`src/rtl/scan_pkg.sv`:
```
package scan_pkg;
  parameter int NCH      = 35;
  parameter int DW       = 8;
  parameter int PER_CHIP = 8;
  localparam int CHW     = $clog2(NCH);
  localparam int NCHIP   = (NCH + PER_CHIP - 1) / PER_CHIP;
  localparam int FW      = $clog2(PER_CHIP);
  localparam int BW      = CHW - FW;

  typedef enum logic [2:0] {
    S_IDLE, S_SETTLE, S_START, S_WAIT, S_LOG
  } seq_state_t;
endpackage

```
`src/rtl/scan_mux_map.sv`:
```
module scan_mux_map
  import scan_pkg::*;
(
  input  logic [CHW-1:0]   ch,
  output logic [NCHIP-1:0] chip_sel,
  output logic [FW-1:0]    front_sel,
  output logic [BW-1:0]    back_sel
);
  assign front_sel = ch[FW-1:0];
  assign back_sel  = ch[CHW-1:FW];

  for (genvar g = 0; g < NCHIP; g++) begin : g_chip
    assign chip_sel[g] = (ch[CHW-1:FW] == BW'(g));
  end
endmodule

```
`src/rtl/scan_seq.sv`:
```
module scan_seq
  import scan_pkg::*;
#(
  parameter int SETTLE_W = 8,
  parameter int TMO_CYC  = 64
) (
  input  logic                clk,
  input  logic                rst_n,
  input  logic                scan_en,
  input  logic [SETTLE_W-1:0] settle_cycles,
  input  logic                conv_rdy_n,
  input  logic [DW-1:0]       conv_data,
  output logic [CHW-1:0]      ch,
  output logic                conv_start,
  output logic                res_vld,
  output logic [DW-1:0]       res_data,
  output logic                res_tmo,
  output logic                scan_done
);
  localparam int TW   = $clog2(TMO_CYC + 1);
  localparam int CNTW = (TW > SETTLE_W) ? TW : SETTLE_W;

  seq_state_t      state;
  logic [CNTW-1:0] cnt;

  assign conv_start = (state == S_START);

  always_ff @(posedge clk or negedge rst_n) begin
    if (!rst_n) begin
      state     <= S_IDLE;
      ch        <= '0;
      cnt       <= '0;
      res_vld   <= 1'b0;
      res_data  <= '0;
      res_tmo   <= 1'b0;
      scan_done <= 1'b0;
    end else begin
      res_vld   <= 1'b0;
      scan_done <= 1'b0;
      case (state)
        S_IDLE: if (scan_en) begin
          ch    <= '0;
          cnt   <= '0;
          state <= S_SETTLE;
        end
        S_SETTLE: begin
          if (cnt >= CNTW'(settle_cycles)) begin
            cnt   <= '0;
            state <= S_START;
          end else cnt <= cnt + 1'b1;
        end
        S_START: begin
          cnt   <= '0;
          state <= S_WAIT;
        end
        S_WAIT: begin
          if (!conv_rdy_n) begin
            res_data <= conv_data;
            res_tmo  <= 1'b0;
            res_vld  <= 1'b1;
            state    <= S_LOG;
          end else if (cnt == CNTW'(TMO_CYC - 1)) begin
            res_data <= '0;
            res_tmo  <= 1'b1;
            res_vld  <= 1'b1;
            state    <= S_LOG;
          end else cnt <= cnt + 1'b1;
        end
        S_LOG: begin
          cnt <= '0;
          if (ch == CHW'(NCH - 1)) begin
            scan_done <= 1'b1;
            ch        <= '0;
            state     <= scan_en ? S_SETTLE : S_IDLE;
          end else begin
            ch    <= ch + 1'b1;
            state <= S_SETTLE;
          end
        end
        default: state <= S_IDLE;
      endcase
    end
  end

  // channel index never leaves the populated range
  p_ch_range_r1: assert property (@(posedge clk) disable iff (!rst_n)
    ch < CHW'(NCH));
  // end-of-pass strobe lasts one cycle
  p_done_pulse_r1: assert property (@(posedge clk) disable iff (!rst_n)
    scan_done |=> !scan_done);
  // start is a single-cycle pulse
  p_start_pulse_r4: assert property (@(posedge clk) disable iff (!rst_n)
    conv_start |=> !conv_start);
  // select lines hold still around a start
  p_sel_stable_r4: assert property (@(posedge clk) disable iff (!rst_n)
    conv_start |-> $stable(ch));
  // a non-timeout result is only produced after a low ready flag
  p_poll_r5: assert property (@(posedge clk) disable iff (!rst_n)
    (res_vld && !res_tmo) |-> $past(!conv_rdy_n));
endmodule

```
`src/rtl/scan_fault_table.sv`:
```
module scan_fault_table
  import scan_pkg::*;
#(
  parameter logic [7:0] DEF_LO = 8'd183,
  parameter logic [7:0] DEF_HI = 8'd248
) (
  input  logic           clk,
  input  logic           rst_n,
  input  logic           lim_we,
  input  logic [CHW-1:0] lim_ch,
  input  logic [DW-1:0]  lim_lo,
  input  logic [DW-1:0]  lim_hi,
  input  logic           res_vld,
  input  logic [CHW-1:0] res_ch,
  input  logic [DW-1:0]  res_data,
  input  logic           res_tmo,
  input  logic [CHW-1:0] rd_addr,
  output logic           rd_fault,
  output logic           fault_any
);
  logic [DW-1:0]  lo_q [NCH];
  logic [DW-1:0]  hi_q [NCH];
  logic [NCH-1:0] fault_q;
  logic           fail;

  assign fail = res_tmo || (res_data < lo_q[res_ch]) || (res_data > hi_q[res_ch]);

  always_ff @(posedge clk or negedge rst_n) begin
    if (!rst_n) begin
      for (int i = 0; i < NCH; i++) begin
        lo_q[i] <= DW'(DEF_LO);
        hi_q[i] <= DW'(DEF_HI);
      end
    end else if (lim_we && (lim_ch < CHW'(NCH))) begin
      lo_q[lim_ch] <= lim_lo;
      hi_q[lim_ch] <= lim_hi;
    end
  end

  always_ff @(posedge clk or negedge rst_n) begin
    if (!rst_n) fault_q <= '0;
    else if (res_vld) fault_q[res_ch] <= fail;
  end

  assign fault_any = |fault_q;
  assign rd_fault  = (rd_addr < CHW'(NCH)) ? fault_q[rd_addr] : 1'b0;

  // a failing result raises the summary indicator
  p_fail_any_r8: assert property (@(posedge clk) disable iff (!rst_n)
    (res_vld && fail) |=> fault_any);
  // a timed-out channel is recorded as faulty
  p_tmo_fault_r9: assert property (@(posedge clk) disable iff (!rst_n)
    (res_vld && res_tmo) |=> fault_q[$past(res_ch)]);
  // an in-window result clears the entry
  p_pass_clear_r6: assert property (@(posedge clk) disable iff (!rst_n)
    (res_vld && !fail) |=> !fault_q[$past(res_ch)]);
endmodule

```
`src/rtl/volt_scan_top.sv`:
```
module volt_scan_top
  import scan_pkg::*;
#(
  parameter int SETTLE_W = 8,
  parameter int TMO_CYC  = 64
) (
  input  logic                clk,
  input  logic                rst_n,
  input  logic                scan_en,
  input  logic [SETTLE_W-1:0] settle_cycles,
  output logic [NCHIP-1:0]    chip_sel,
  output logic [FW-1:0]       front_sel,
  output logic [BW-1:0]       back_sel,
  output logic                conv_start,
  input  logic                conv_rdy_n,
  input  logic [DW-1:0]       conv_data,
  input  logic                lim_we,
  input  logic [CHW-1:0]      lim_ch,
  input  logic [DW-1:0]       lim_lo,
  input  logic [DW-1:0]       lim_hi,
  input  logic [CHW-1:0]      rd_addr,
  output logic                rd_fault,
  output logic                fault_any,
  output logic                scan_done
);
  logic [CHW-1:0] ch;
  logic           res_vld;
  logic [DW-1:0]  res_data;
  logic           res_tmo;

  scan_seq #(.SETTLE_W(SETTLE_W), .TMO_CYC(TMO_CYC)) u_seq (
    .clk(clk), .rst_n(rst_n), .scan_en(scan_en), .settle_cycles(settle_cycles),
    .conv_rdy_n(conv_rdy_n), .conv_data(conv_data), .ch(ch),
    .conv_start(conv_start), .res_vld(res_vld), .res_data(res_data),
    .res_tmo(res_tmo), .scan_done(scan_done)
  );

  scan_mux_map u_map (
    .ch(ch), .chip_sel(chip_sel), .front_sel(front_sel), .back_sel(back_sel)
  );

  scan_fault_table u_tab (
    .clk(clk), .rst_n(rst_n), .lim_we(lim_we), .lim_ch(lim_ch),
    .lim_lo(lim_lo), .lim_hi(lim_hi), .res_vld(res_vld), .res_ch(ch),
    .res_data(res_data), .res_tmo(res_tmo), .rd_addr(rd_addr),
    .rd_fault(rd_fault), .fault_any(fault_any)
  );

  // one front chip enabled, matching the back-level code
  p_chip_onehot_r2: assert property (@(posedge clk) disable iff (!rst_n)
    ($countones(chip_sel) == 1) && chip_sel[back_sel]);
  // back-level code stays within the five front chips
  p_back_range_r3: assert property (@(posedge clk) disable iff (!rst_n)
    back_sel < BW'(NCHIP));
endmodule

```
`config.mk`:
```
export PLATFORM = sky130hd
export DESIGN_NAME = volt_scan_top
export DESIGN_NICKNAME = d
export VERILOG_FILES = /design/src/rtl/scan_pkg.sv /design/src/rtl/scan_mux_map.sv /design/src/rtl/scan_seq.sv /design/src/rtl/scan_fault_table.sv /design/src/rtl/volt_scan_top.sv
export SDC_FILE = /design/constraint.sdc
export NUM_CORES = 1
export LEC_CHECK = 0
export ABC_CLOCK_PERIOD_IN_PS = 5200
export CELL_PAD_IN_SITES_DETAIL_PLACEMENT = 2
export CELL_PAD_IN_SITES_GLOBAL_PLACEMENT = 2
export CORE_MARGIN = 10
export CORE_UTILIZATION = 45
export CTS_CLUSTER_SIZE = 8
export DETAILED_ROUTE_END_ITERATION = 10
export PLACE_DENSITY = 0.86
export SLEW_MARGIN = 30
export SYNTH_ARGS = -nofsm -noshare
export SYNTH_HDL_FRONTEND = slang
export SYNTH_SLANG_ARGS = --single-unit
```
`constraint.sdc`:
```
create_clock -name clk -period 5.2 [get_ports clk]
set_input_delay 1.04 -clock clk [delete_from_list [all_inputs] [get_ports clk]]
set_output_delay 1.04 -clock clk [all_outputs]
set_load 0.01 [all_outputs]
```
==> Implementation_results.wiki <==
{| class="wikitable"
! Metric !! Value
|-
| Total leakage power || 13.9 nW
|-
| Final number of hold-violating endpoints || 0
|-
| Source of the critical timing path || u_seq.ch[0]$_DFFE_PN0P_
|-
| Number of cells traversed by the worst register-to-register path || 16
|-
| Seq cells post-synth || 623
|-
| CORE AREA || 64300 um^2
|-
| Synthesized instance count || 2160
|-
| Number of placement rows || 93
|-
| Violations in the final reports || negative setup slack
|-
| Worst path arrival time || 5.80 ns
|-
| Starting density of the core || 0.453
|-
| Unique cell type count in the Yosys netlist || 72
|-
| Floorplan die area || 75400 um^2
|-
| Area taken by multi-input logic gates || 12400 um^2
|-
| Crit path max fanout || 43
|-
| Via density || 6.87
|-
| Cell Count Post-Placement || 2995
|-
| Fillers || 5755
|-
| Average instance area after synthesis || 13.5 um^2
|-
| Layout Cells excl Fill || 3154
|-
| Wire per inst || 40.7 um
|-
| Antenna violations before repair || 6
|-
| Count of endpoints failing setup in the final report || 3
|-
| Leading post-synthesis cells by cell area || sky130_fd_sc_hd__dfstp_2 35%, sky130_fd_sc_hd__mux2_2 23%, sky130_fd_sc_hd__dfrtp_1 20%, sky130_fd_sc_hd__a22oi_1 3.3%, sky130_fd_sc_hd__mux2i_1 1.5%
|-
| Die extent in x || 275 um
|-
| Largest clock skew in the final design || 0.0387 ns
|-
| Power density cells || 457 nW/um^2
|-
| Portion of the post-synthesis area used by sequential elements || 0.551
|-
| Insertion delay of the later-clocked pin in the worst-skew pair || 0.66 ns
|-
| Origin of the critical flop-to-flop path || u_seq.ch[0]$_DFFE_PN0P_
|-
| I/O Pins || 64
|-
| CTS tree || built
|-
| Total power after layout || 15.3 mW
|-
| Nets || 2306
|-
| Max-slew violations || 0
|-
| End point of the critical path || u_tab.fault_q[16]$_DFFE_PN0P_
|-
| Final worst path period need || 5.22 ns
|-
| Post-synth ARST share || 1.00
|-
| Maximum root-to-sink buffer count || 3
|-
| R2r setup slk || -0.02 ns
|-
| Number of nets with antenna violations after routing || 0
|-
| Cell type with the largest total area after synthesis || sky130_fd_sc_hd__dfstp_2
|-
| Final Cycle Share || 1.00
|-
| DRC violation count after routing || 0
|-
| Top_reg_cell synth || sky130_fd_sc_hd__dfstp_2
|-
| Net switching power || 5.06 mW
|-
| Pin count of the biggest net entering global routing || 125
|-
| Fraction of layout cells with a size suffix above 1 || 0.545
|-
| Worst r2r dst || u_tab.fault_q[16]$_DFFE_PN0P_
|-
| Aggregate routed wire length || 128 mm
|-
| Register Area || 16100 um^2
|-
| First-pass DRT Iterations || 5
|-
| Number of clock sinks || 623
|-
| Setup Crit Path Kind || register to register
|-
| Growth of design area from synthesis to finish || 15.1%
|-
| Global-route wire length before repair || 185 mm
|-
| Part of the power in combinational logic || 0.211
|-
| Clock-pin slew on the worst setup and hold paths || 0.06 ns
|-
| Clock root buffer || sky130_fd_sc_hd__clkbuf_16
|-
| Setup WS post-layout || -0.0234 ns
|-
| Result of the run || finished, violations left
|-
| Capturing element type of the critical path || register
|-
| Detailed Place HPWL || 69.4 mm
|-
| Maximum VDD drop || 188 uV
|-
| Via count || 21700
|-
| Initial drt markers || 1916
|-
| Total track usage || 0.335
|-
| Number of buffers inserted for hold repair after clock tree synthesis || 0
|-
| Part of the power in the clock network || 0.361
|-
| Placer Congestion || 0.859
|-
| Switching Fraction || 0.330
|-
| Total CTS buffers || 87
|-
| Slew at the pin closest to its max-slew limit || 1.09 ns
|-
| Required time of the critical path || 5.77 ns
|-
| Design internal power || 10.3 mW
|-
| Port Buf Inserts || 63
|-
| Count of flip-flops with a built-in enable after synthesis || 0
|-
| Max-Cap Viols || 0
|-
| Kind of launch point of the worst setup path || register
|-
| Deepest level of the CTS H-tree || 3
|-
| Part of the power in registers || 0.428
|-
| Number of diodes added for antenna fixing || 0
|-
| Max frequency || 191 MHz
|-
| Setup repair after global routing missed its margin || false
|-
| Synth warn || 0
|-
| Die extent in y || 275 um
|-
| GR Overflow Total || 0
|-
| Hold Crit Class || input pin to asynchronous set/reset pin
|-
| Combined area of all synthesized cells || 29200 um^2
|-
| Worst relative slew slack || 0.265
|-
| Nets in the synthesized netlist || 2235
|-
| Share of the synthesized area in the top cell type || 0.347
|-
| Number of global-route vias before repair || 24900
|}
==> what timing repair did <==
item,4_1_cts,5_1_grt
gates cloned,0,0
pin swaps,0,1
endpoints found under the setup margin,35,35
setup buffers,0,1
gates resized for setup,5,4
==> final cells by class <==
class,instances,area share
sequential,623,0.479
multi-input combinational,1342,0.368
clock buffer,153,0.0729
timing repair buffer,157,0.0448
tap,855,0.0319
inverter,20,0.00224
clock inverter,4,0.00127
==> per-layer routing <==
metal,vias to the layer above,global-route usage,wire length (um)
met2,1147,0.563,63200
met1,11800,0.379,47400
met5,-,0,42
met3,501,0.0799,9140
met4,6,0.216,8710
li1,8216,-,-
==> layout by cell type, fill, tap and decap left out, types with 35 or more instances in the layout <==
master	instances
sky130_fd_sc_hd__a22oi_1	128
sky130_fd_sc_hd__dfstp_2	385
sky130_fd_sc_hd__clkbuf_1	65
sky130_fd_sc_hd__clkdlybuf4s50_1	60
sky130_fd_sc_hd__o21ai_0	35
sky130_fd_sc_hd__nand2_1	95
sky130_fd_sc_hd__buf_4	80
sky130_fd_sc_hd__a221oi_1	36
sky130_fd_sc_hd__nor2_1	41
sky130_fd_sc_hd__a22o_1	44
sky130_fd_sc_hd__mux2i_1	43
sky130_fd_sc_hd__mux2_2	607
sky130_fd_sc_hd__dfrtp_1	235
sky130_fd_sc_hd__clkbuf_16	88
==> critical path, cell delays in order, from the launching register on <==
cell and delay, ns:
sky130_fd_sc_hd__dfrtp_4 0.68, sky130_fd_sc_hd__inv_1 0.37, sky130_fd_sc_hd__nor3_4 0.09, sky130_fd_sc_hd__buf_12 0.21, sky130_fd_sc_hd__a221oi_1 0.52, sky130_fd_sc_hd__a31oi_1 0.19, sky130_fd_sc_hd__buf_4 0.23, sky130_fd_sc_hd__nor4_2 0.47
sky130_fd_sc_hd__a2bb2oi_1 0.26, sky130_fd_sc_hd__ha_1 0.30, sky130_fd_sc_hd__a21oi_1 0.21, sky130_fd_sc_hd__nor2_1 0.08, sky130_fd_sc_hd__a211oi_1 0.51, sky130_fd_sc_hd__o211ai_1 0.24, sky130_fd_sc_hd__o22ai_2 0.27, sky130_fd_sc_hd__buf_12 0.23
sky130_fd_sc_hd__mux2_2 0.22
==> cells by family after synthesis <==
kind of cell / synth area share
AND/OR/NAND/NOR: 0.0449
buffers and inverters: 0.0308
XOR/XNOR: 0.000601
adder cells (fa/ha/maj): 0.0112
AO/OA/AOI/OAI: 0.0962
multiplexers: 0.266
flip-flops: 0.551
==> power groups by stage <==
stage / combinational (mW) / clock, mW / sequential [mW]
final: 3.23 / 5.53 / 6.57
after global routing: 3.36 / 5.79 / 6.59
after CTS: 3.14 / 5.56 / 6.50
after detailed placement: 2.90 / 0 / 6.47
after global placement: 2.63 / 0 / 6.33
after floorplan: 1.89 / 0 / 6.15
==> worst min path at each step <==
stage                                           start                            end  slack (ns)  cells past startpoint
after global routing                            rst_n  u_seq.res_data[2]$_DFFE_PN0P_        0.32                      1
after global placement    u_tab.lo_q[262]$_DFFE_PN0P_    u_tab.lo_q[262]$_DFFE_PN0P_        0.48                      1
after detailed placement   u_tab.hi_q[80]$_DFFE_PN0P_     u_tab.hi_q[80]$_DFFE_PN0P_        0.50                      1
after floorplan           u_tab.lo_q[110]$_DFFE_PN0P_    u_tab.lo_q[110]$_DFFE_PN0P_        0.47                      1
final                                           rst_n  u_seq.res_data[2]$_DFFE_PN0P_        0.30                      1
after CTS                  u_tab.hi_q[80]$_DFFE_PN0P_     u_tab.hi_q[80]$_DFFE_PN0P_        0.51                      1
==> registers in the layout, indices dropped and copies added (netlist names) <==
name	flops
u_tab.hi_q	280
u_seq.res_vld	1
u_tab.lo_q	280
u_seq.cnt	8
u_seq.state	3
u_seq.scan_done	1
u_seq.res_data	8
u_tab.fault_q	35
u_seq.ch	6
u_seq.res_tmo	1
==> per-stage QoR <==
step / util / setup TNS, ns / hold slack, ns / area, um^2 / setup WS (ns)
after detailed placement: 0.482 / 0 / 0.497 / 31000 / 0.178
after CTS: 0.521 / 0 / 0.507 / 33500 / 0.0583
final: 0.522 / -0.0412 / 0.296 / 33600 / -0.0234
after global routing: 0.522 / 0 / 0.316 / 33600 / 0.0103
after global placement: 0.482 / 0 / 0.484 / 31000 / 0.408
after floorplan: - / 0 / 0.475 / 29200 / 1.36
==> cell usage after synthesis, types with 4 or more instances <==
library cell and count:
sky130_fd_sc_hd__clkbuf_1 107, sky130_fd_sc_hd__o22ai_1 4, sky130_fd_sc_hd__a2bb2oi_1 7, sky130_fd_sc_hd__o31ai_1 6, sky130_fd_sc_hd__and3_1 4, sky130_fd_sc_hd__a21o_1 5, sky130_fd_sc_hd__nand2b_1 7, sky130_fd_sc_hd__a2111oi_0 6
sky130_fd_sc_hd__a221oi_2 4, sky130_fd_sc_hd__nand4_1 16, sky130_fd_sc_hd__a22o_1 44, sky130_fd_sc_hd__nand3_1 17, sky130_fd_sc_hd__mux4_2 19, sky130_fd_sc_hd__buf_1 6, sky130_fd_sc_hd__nor3_1 10, sky130_fd_sc_hd__nor4_1 14
sky130_fd_sc_hd__a221oi_1 37, sky130_fd_sc_hd__mux2i_1 43, sky130_fd_sc_hd__buf_4 5, sky130_fd_sc_hd__a21oi_1 28, sky130_fd_sc_hd__a22oi_1 128, sky130_fd_sc_hd__a211oi_1 5, sky130_fd_sc_hd__o21ai_0 36, sky130_fd_sc_hd__buf_6 8
sky130_fd_sc_hd__a31oi_1 31, sky130_fd_sc_hd__or2_2 4, sky130_fd_sc_hd__buf_2 46, sky130_fd_sc_hd__nand2_1 101, sky130_fd_sc_hd__nor2_1 58, sky130_fd_sc_hd__nor3b_1 5, sky130_fd_sc_hd__mux2_2 607, sky130_fd_sc_hd__dfstp_2 385
sky130_fd_sc_hd__nor2b_1 11, sky130_fd_sc_hd__inv_1 19, sky130_fd_sc_hd__o211ai_1 4, sky130_fd_sc_hd__ha_1 26, sky130_fd_sc_hd__and2_1 7, sky130_fd_sc_hd__dfrtp_1 238
(Power assumes the default switching activity.)
